==> config.mk <==
export PLATFORM = sky130hd
export DESIGN_NAME = async_rx_status
export DESIGN_NICKNAME = d
export VERILOG_FILES = /design/src/rtl/srx_pkg.sv /design/src/rtl/srx_sync.sv /design/src/rtl/srx_fsm.sv /design/src/rtl/srx_flags.sv /design/src/rtl/async_rx_status.sv
export SDC_FILE = /design/constraint.sdc
export NUM_CORES = 1
export LEC_CHECK = 0
export ABC_AREA = 1
export BUFFER_PORTS_ARGS = -buffer_cell sky130_fd_sc_hd__buf_2
export CORE_ASPECT_RATIO = 0.8
export CORE_MARGIN = 4
export CORE_UTILIZATION = 50
export CTS_CLUSTER_DIAMETER = 40
export CTS_CLUSTER_SIZE = 25
export DETAILED_ROUTE_END_ITERATION = 10
export PLACE_DENSITY_LB_ADDON = 0.25
export SETUP_SLACK_MARGIN = 0.05
export SYNTH_ARGS = -nofsm -noshare
export SYNTH_HDL_FRONTEND = slang
export SYNTH_SLANG_ARGS = --single-unit
==> constraint.sdc <==
create_clock -name clk -period 1.8 [get_ports clk]
set_input_delay 0.36 -clock clk [delete_from_list [all_inputs] [get_ports clk]]
set_output_delay 0.36 -clock clk [all_outputs]
set_load 0.02 [all_outputs]
==> src/rtl/srx_pkg.sv <==
package srx_pkg;
   typedef enum logic [2:0] {
      RX_IDLE,
      RX_START,
      RX_DATA,
      RX_STOP1,
      RX_STOP2
   } rx_state_t;

   localparam int ST_RDF = 0;
   localparam int ST_FE  = 1;
   localparam int ST_OVR = 2;
endpackage

==> src/rtl/srx_sync.sv <==
module srx_sync #(
   parameter int STAGES = 2
) (
   input  logic clk,
   input  logic rst_n,
   input  logic din,
   output logic dout,
   output logic fall
);
   logic last_q;

   generate
      if (STAGES == 0) begin : g_direct
         assign dout = din;
      end else begin : g_chain
         logic [STAGES-1:0] chain_q;
         always_ff @(posedge clk or negedge rst_n) begin
            if (!rst_n) chain_q <= '1;
            else        chain_q <= {chain_q[STAGES-2 >= 0 ? STAGES-2 : 0 : 0], din};
         end
         assign dout = chain_q[STAGES-1];
      end
   endgenerate

   always_ff @(posedge clk or negedge rst_n) begin
      if (!rst_n) last_q <= 1'b1;
      else        last_q <= dout;
   end

   assign fall = last_q & ~dout;
endmodule

==> src/rtl/srx_fsm.sv <==
module srx_fsm
   import srx_pkg::*;
#(
   parameter int OVS       = 16,
   parameter int DATA_BITS = 8
) (
   input  logic                 clk,
   input  logic                 rst_n,
   input  logic                 en,
   input  logic                 halt,
   input  logic                 two_stop,
   input  logic                 tick,
   input  logic                 rx,
   input  logic                 fall,
   output logic                 done,
   output logic                 stop_ok,
   output logic [DATA_BITS-1:0] shreg
);
   localparam int CW   = $clog2(OVS);
   localparam int IW   = $clog2(DATA_BITS);
   localparam int HALF = OVS / 2;

   rx_state_t     state;
   logic [CW-1:0] cnt;
   logic [IW-1:0] idx;
   logic          last_tick;

   assign last_tick = tick && (cnt == CW'(OVS - 1));

   always_ff @(posedge clk or negedge rst_n) begin
      if (!rst_n) begin
         state   <= RX_IDLE;
         cnt     <= '0;
         idx     <= '0;
         shreg   <= '0;
         done    <= 1'b0;
         stop_ok <= 1'b0;
      end else begin
         done <= 1'b0;
         if (tick && state != RX_IDLE) cnt <= cnt + 1'b1;
         if (!en) begin
            state <= RX_IDLE;
         end else begin
            case (state)
               RX_IDLE: begin
                  if (fall && !halt) begin
                     state <= RX_START;
                     cnt   <= '0;
                  end
               end
               RX_START: begin
                  if (tick && cnt == CW'(HALF - 1)) begin
                     cnt <= '0;
                     idx <= '0;
                     state <= rx ? RX_IDLE : RX_DATA;
                  end
               end
               RX_DATA: begin
                  if (last_tick) begin
                     shreg <= {rx, shreg[DATA_BITS-1:1]};
                     if (idx == IW'(DATA_BITS - 1)) state <= RX_STOP1;
                     else                           idx   <= idx + 1'b1;
                  end
               end
               RX_STOP1: begin
                  if (last_tick) begin
                     if (rx && two_stop) begin
                        state <= RX_STOP2;
                     end else begin
                        state   <= RX_IDLE;
                        done    <= 1'b1;
                        stop_ok <= rx;
                     end
                  end
               end
               RX_STOP2: begin
                  if (last_tick) begin
                     state   <= RX_IDLE;
                     done    <= 1'b1;
                     stop_ok <= 1'b1;
                  end
               end
               default: state <= RX_IDLE;
            endcase
         end
      end
   end
endmodule

==> src/rtl/srx_flags.sv <==
module srx_flags
   import srx_pkg::*;
#(
   parameter int DATA_BITS = 8
) (
   input  logic                 clk,
   input  logic                 rst_n,
   input  logic                 standby,
   input  logic                 done,
   input  logic                 stop_ok,
   input  logic [DATA_BITS-1:0] shreg,
   input  logic                 bus_sel,
   input  logic                 bus_wr,
   input  logic                 bus_addr,
   input  logic [DATA_BITS-1:0] bus_wdata,
   output logic [DATA_BITS-1:0] bus_rdata,
   output logic [DATA_BITS-1:0] data_q,
   output logic [2:0]           flags
);
   localparam int PAD = DATA_BITS - 3;

   logic [2:0] seen_q;
   logic       rd_st, wr_st;

   assign rd_st = bus_sel && !bus_wr &&  bus_addr;
   assign wr_st = bus_sel &&  bus_wr &&  bus_addr;

   always_ff @(posedge clk or negedge rst_n) begin
      if (!rst_n) begin
         flags  <= '0;
         seen_q <= '0;
         data_q <= '0;
      end else begin
         if (rd_st) seen_q <= flags;
         if (wr_st) begin
            seen_q <= '0;
            for (int i = 0; i < 3; i++)
               if (seen_q[i] && !bus_wdata[i]) flags[i] <= 1'b0;
         end
         if (done) begin
            if (stop_ok) begin
               if (flags[ST_RDF]) begin
                  flags[ST_OVR] <= 1'b1;
               end else begin
                  data_q        <= shreg;
                  flags[ST_RDF] <= 1'b1;
               end
            end else begin
               data_q       <= shreg;
               flags[ST_FE] <= 1'b1;
            end
         end
         if (standby) flags[ST_FE] <= 1'b0;
      end
   end

   assign bus_rdata = bus_addr ? {{PAD{1'b0}}, flags} : data_q;
endmodule

==> src/rtl/async_rx_status.sv <==
module async_rx_status
   import srx_pkg::*;
#(
   parameter int OVS         = 16,
   parameter int DATA_BITS   = 8,
   parameter int SYNC_STAGES = 2
) (
   input  logic                 clk,
   input  logic                 rst_n,
   input  logic                 standby_i,
   input  logic                 rx_en_i,
   input  logic                 two_stop_i,
   input  logic                 tick_i,
   input  logic                 rxd_i,
   input  logic                 bus_sel_i,
   input  logic                 bus_wr_i,
   input  logic                 bus_addr_i,
   input  logic [DATA_BITS-1:0] bus_wdata_i,
   output logic [DATA_BITS-1:0] bus_rdata_o,
   output logic                 rdf_o,
   output logic                 fe_o,
   output logic                 ovr_o
);
   generate
      if (OVS < 4 || (OVS % 2) != 0) begin : g_bad_ovs
         $error("OVS must be even and at least 4");
      end
      if (DATA_BITS < 3) begin : g_bad_width
         $error("DATA_BITS must be at least 3");
      end
      if (SYNC_STAGES < 0 || SYNC_STAGES > 4) begin : g_bad_sync
         $error("SYNC_STAGES must be 0 to 4");
      end
   endgenerate

   logic                 rx_s, rx_fall;
   logic                 frame_done, frame_ok;
   logic [DATA_BITS-1:0] frame_bits, data_q;
   logic [2:0]           flags;

   srx_sync #(.STAGES(SYNC_STAGES)) u_sync (
      .clk(clk), .rst_n(rst_n), .din(rxd_i), .dout(rx_s), .fall(rx_fall)
   );

   srx_fsm #(.OVS(OVS), .DATA_BITS(DATA_BITS)) u_fsm (
      .clk(clk), .rst_n(rst_n), .en(rx_en_i), .halt(flags[ST_FE]),
      .two_stop(two_stop_i), .tick(tick_i), .rx(rx_s), .fall(rx_fall),
      .done(frame_done), .stop_ok(frame_ok), .shreg(frame_bits)
   );

   srx_flags #(.DATA_BITS(DATA_BITS)) u_flags (
      .clk(clk), .rst_n(rst_n), .standby(standby_i),
      .done(frame_done), .stop_ok(frame_ok), .shreg(frame_bits),
      .bus_sel(bus_sel_i), .bus_wr(bus_wr_i), .bus_addr(bus_addr_i),
      .bus_wdata(bus_wdata_i), .bus_rdata(bus_rdata_o),
      .data_q(data_q), .flags(flags)
   );

   assign rdf_o = flags[ST_RDF];
   assign fe_o  = flags[ST_FE];
   assign ovr_o = flags[ST_OVR];
endmodule

# ---- Word-level counts from Yosys, hierarchy flattened
# Index checks and enable logic that the tools add are counted.
dict set report totals {
  reg_bits 37
  input_bits 18
  out_inout_bits 11
  word_cells 106
}
dict set report classes {
  add_sub_neg 2
  eq_ne 20
  n_mux 44
  bitwise 2
  n_reduce_logical 27
}
# operator n
set op_table {}
lappend op_table {{$mux 3} 15}
lappend op_table {{$mux 8} 3}
lappend op_table {{$ne 3x2->1 const B} 6}
lappend op_table {{$mux 1} 16}
lappend op_table {{$mux 4} 4}
lappend op_table {{$pmux 3 s5} 1}
lappend op_table {{$logic_and 1x1->1} 12}
lappend op_table {{$reduce_and 5->1} 2}
lappend op_table {{$ne 2x1->1 const B} 4}
lappend op_table {{$pmux 4 s2} 1}
lappend op_table {{$eq 3x2->1 const B} 2}
lappend op_table {{$eq 3x3->1 const B} 2}
lappend op_table {{$ne 2x2->1 const B} 3}
lappend op_table {{$pmux 3 s2} 1}
lappend op_table {{$reduce_and 6->1} 1}
lappend op_table {{$reduce_bool 2->1} 3}
lappend op_table {{$logic_not 1->1} 5}
lappend op_table {{$add 4x1->4 const B} 1}
lappend op_table {{$eq 4x3->1 const B} 1}
lappend op_table {{$eq 4x4->1 const B} 1}
lappend op_table {{$pmux 1 s2} 2}
lappend op_table {{$add 3x1->3 const B} 1}
lappend op_table {{$eq 3x1->1 const B} 1}
lappend op_table {{$logic_not 3->1} 1}
lappend op_table {{6 further kinds} 6}

# ---- Depth between registers and ports, before layout
dict set report depth {
  depth_word 8
  ltp_mapped 10
  depth_no_buf 10
}

# ---- Cells and area by module
# Synthesis repeated with hierarchy kept, for this count alone.
dict set report hier_totals {
  hier_cells 223
  area_unflattened_um2 1816.7
}
# mod n_inst cells_per_inst area_per_inst_um2 seq_area_each_um2
set modules_own_cells {}
lappend modules_own_cells {srx_fsm 1 140 1079.8 500.5}
lappend modules_own_cells {srx_flags 1 78 648.1 350.3}
lappend modules_own_cells {srx_sync 1 5 88.8 78.8}

# ---- Least setup slack after synthesis
# OpenSTA, ideal clock, no wires.
dict set report synth_path {
  path_kind {input to output}
  start {in bus_addr_i}
  end {out bus_rdata_o[0]}
  arrival_time_ps 1043
  required_time_ps 1440
  slack_ps 397
  path_stages 2
  n_path_buf 1
  path_cell_list {clkbuf_1 -> o21ai_0}
}
dict set report synth_between {
  elab_chain_len 1
}
# element line_no
set synth_lines {}
lappend synth_lines {{from (decl)} async_rx_status.sv:17} ;# input logic bus_addr_i,
lappend synth_lines {{$mux 8} srx_flags.sv:57} ;# assign bus_rdata = bus_addr ? {{PAD{1'b0}}, flags} : data_q;
lappend synth_lines {{to (decl)} async_rx_status.sv:19} ;# output logic [DATA_BITS-1:0] bus_rdata_o,
# Every way passes these cells.

# ---- Final worst setup path
dict set report layout_path {
  start {reg u_fsm.cnt[0]}
  end {reg u_fsm.shreg[4]}
}
dict set report layout_between {
  elab_chain_len 3
}
# element line_no
set layout_lines {}
lappend layout_lines {{from (decl)} srx_fsm.sv:24} ;# logic [CW-1:0] cnt;
lappend layout_lines {{from (signal assigned)} srx_fsm.sv:40} ;# if (tick && state != RX_IDLE) cnt <= cnt + 1'b1;
lappend layout_lines {{$eq 4x4->1} srx_fsm.sv:28} ;# assign last_tick = tick && (cnt == CW'(OVS - 1));
lappend layout_lines {{$logic_and 1x1->1} srx_fsm.sv:28}
lappend layout_lines {{$reduce_and 3->1 (no source line)} n/a}
lappend layout_lines {{to (signal assigned)} srx_fsm.sv:60} ;# shreg <= {rx, shreg[DATA_BITS-1:1]};
lappend layout_lines {{to (decl)} srx_fsm.sv:17} ;# output logic [DATA_BITS-1:0] shreg
# Every way passes these cells.
# A chain may end at the register's enable or synchronous reset.

==> flow_summary.ini <==
[yosys]
synth-main-ff-cell = dfrtp_1
syn_area_per_cell_sq_um = 8.33
ys_warn_count = 0
syn-num-nets = 244
synth_edf_count = 0
synth_top_area_cell = dfrtp_1
synth.yosys.seq_area_share = 0.503
synth-async-reset-ratio = 1.00
synth.top_cells.by_count = nand2_1, dfrtp_1, inv_1
yosysMostFrequentCell = nand2_1
yosysTopAreaCellShare = 0.460
synth_cell_types = 29
yosys_register_bits = 37
synthCells = 222
ys_top_cells_by_area = dfrtp_1, nand2_1, inv_1
mappedNetlistArea_sq_um = 1850

[power]
p_leak_nw = 1.07
p_per_area_nw_per_um2 = 986
ir_drop_mv = 0.683
finalPower_mw = 2.07

[floorplan]
die_x_microns = 76.0
start_util = 0.529
rows = 19
coreArea_sq_um = 3490
dieArea_sq_um = 4740
die_h_microns = 62.4
io_pins = 29

[global_routing]
grt_first_pass_wirelength_microns = 6030
antenna_found_initial = 0
grt_start_max_net_pins = 38
grt_overflow = 0
first_global_vias = 1340
grt_usage = 0.156

[critical_path]
critPathCaptureType = flop
critical_path_required_ps = 1980
cp_cell_sequence = ha_1 > nand2_1 > inv_1 > nand2_2 > nor2_2 > nand2_4 > nand2_1 > o21ai_2
r2r_slack_ps = 280
rr_endpoint = u_fsm.shreg[4]
reg2regPathDepth = 8
critical_path_arrival_ps = 1700
cpMaxStageDelayCell = dfrtp_1
path_class = reg -> reg
r2r-start = u_fsm.cnt[0]
slowest_delay_ps = 440
path_common_cell = nand2_1
critPathMaxFanout = 16
cp-start-kind = flop

[sta]
finalCritPeriodShare = 0.847
max-slew-margin-rel = 0.626
fin_setup_tns_ps = 0
worst_pin_slew_ps = 562
hold_violations = 0
post-route-min-period_ps = 1520
max_freq_mhz = 656
drv_slew = 0
setup_violations = 0
rsz0062_at_grt = no
holdWs_ps = 96.0
skew_ps = 5.08

[drt]
vias = 1445
detail_route.iter0.violations = 67
viasPerCell = 4.93
wire_per_inst_microns = 11.6
first_pass_iters = 4
drt-total-wl_microns = 3400
drc = 0
ant_nets = 0

[clocking]
cts.reportedPaths.clkPinSlew_ps = 80
clk_latency_ps = 290
htreeDepth = 2
post_cts_buffers = 0
cts_buffer_depth = 2
cts_tree = built
cts_root_buffer = clkbuf_8
cts_buffers = 5
numClockSinks = 37

[finish]
utilization = 0.600
syn2layout_area_growth_pct = 13.5
nFillCells = 312
drive_gt1_frac = 0.259
nets = 272
diodes = 0

[placement]
finalWeightedCongestion = 0.825
port_buffers = 23
hpwl_microns = 2500

[flow_run]
cap_viol_max_count = 0

[run_status]
status = finished clean

[worst_hold_path]
hold_path_class = in -> async
==> final cells by class <==
cell class / instances / area (sq um) / area share
clock inverter: 3 / 17.5 / 0.00835
sequential: 37 / 930 / 0.443
inverter: 38 / 143 / 0.0680
timing repair buffer: 24 / 123 / 0.0584
multi-input combinational: 144 / 764 / 0.364
tap: 42 / 52.6 / 0.0250
clock buffer: 5 / 68.8 / 0.0328
==> timing repair <==
action                                  CTS  global route
resized for setup                         0             2
hold buffers                              0             0
endpoints found under the setup margin    0             8
hold endpoints to repair                  0             0
==> where the power goes <==
group          internal, mW  switching (mW)
logic                 0.178           0.327
clock network         0.267           0.297
registers             0.913          0.0866
total                  1.36           0.711
==> worst max-delay path by stage <==
stage / from / to / slack (ps) / depth (start not counted)
2_1_floorplan: bus_addr_i / bus_rdata_o[0] / 400 / 2
3_3_place_gp: u_fsm.cnt[0] / u_fsm.shreg[4] / 180 / 8
3_5_place_dp: u_fsm.cnt[0] / u_fsm.shreg[4] / 130 / 8
4_1_cts: u_fsm.cnt[0] / u_fsm.shreg[4] / 110 / 8
5_1_grt: u_fsm.cnt[0] / u_fsm.shreg[4] / 120 / 8
6_report: u_fsm.cnt[0] / u_fsm.shreg[4] / 280 / 8
==> cells in the final DEF, fill, tap and decap left out, drive strengths merged <==
| cell type | count |
|---|---|
| o22ai | 3 |
| o31ai | 2 |
| nand3 | 8 |
| a21oi | 6 |
| nor3 | 1 |
| clkinv | 2 |
| nand2 | 59 |
| dfrtp | 34 |
| clkinvlp | 1 |
| and2 | 1 |
| o21ai | 25 |
| and3 | 1 |
| mux2i | 1 |
| or2 | 1 |
| inv | 38 |
| dfstp | 3 |
| ha | 4 |
| buf | 24 |
| xor2 | 3 |
| nor4 | 1 |
| clkbuf | 5 |
| nand4 | 3 |
| nor2 | 25 |
==> per-layer routing <==
layer | share of wire | up-vias | track usage
met5 | 0 | - | 0
met4 | 0.013 | 0 | 0.0622
met3 | 0.039 | 5 | 0.0447
met2 | 0.42 | 23 | 0.219
met1 | 0.53 | 663 | 0.225
li1 | - | 754 | -
==> critical path: cells and delay by family (launching register included) <==
kind,cells,cell delay [ps]
fa+ha+maj,1,220
flops,1,440
simple gates,5,630
buf+inv,1,70
compound gates,1,50
==> registers in the layout (all words and copies together) (netlist names) <==
register and count:
u_fsm.cnt 4, u_fsm.idx 3, u_flags.seen_q 3, u_flags.flags 3, u_fsm.done 1, u_fsm.state 3, u_flags.data_q 8, u_fsm.stop_ok 1
u_sync.last_q 1, u_fsm.shreg 8, u_sync.g_chain.chain_q 2
==> cells by family (layout without fill, tap and decap cells) <==
kind of cell,after synthesis,after routing,synth area share
and+or+nand+nor,100,100,0.240
muxes,1,1,0.00541
DFF,37,37,0.503
AOI/OAI and AO/OA,36,36,0.122
adders and majority gates,4,4,0.0271
xor gates and xnor gates,3,3,0.0142
buffers and inverters,41,70,0.0879
==> through the flow <==
stage / std cells / cell area (sq um) / setup WS, ps
after CTS: 293 / 2090 / 107
after detailed placement: 285 / 2000 / 125
after global routing: 293 / 2100 / 118
final: 293 / 2100 / 276
after global placement: 285 / 2000 / 183
after floorplan: 222 / 1850 / 397
(Power assumes the default switching activity.)
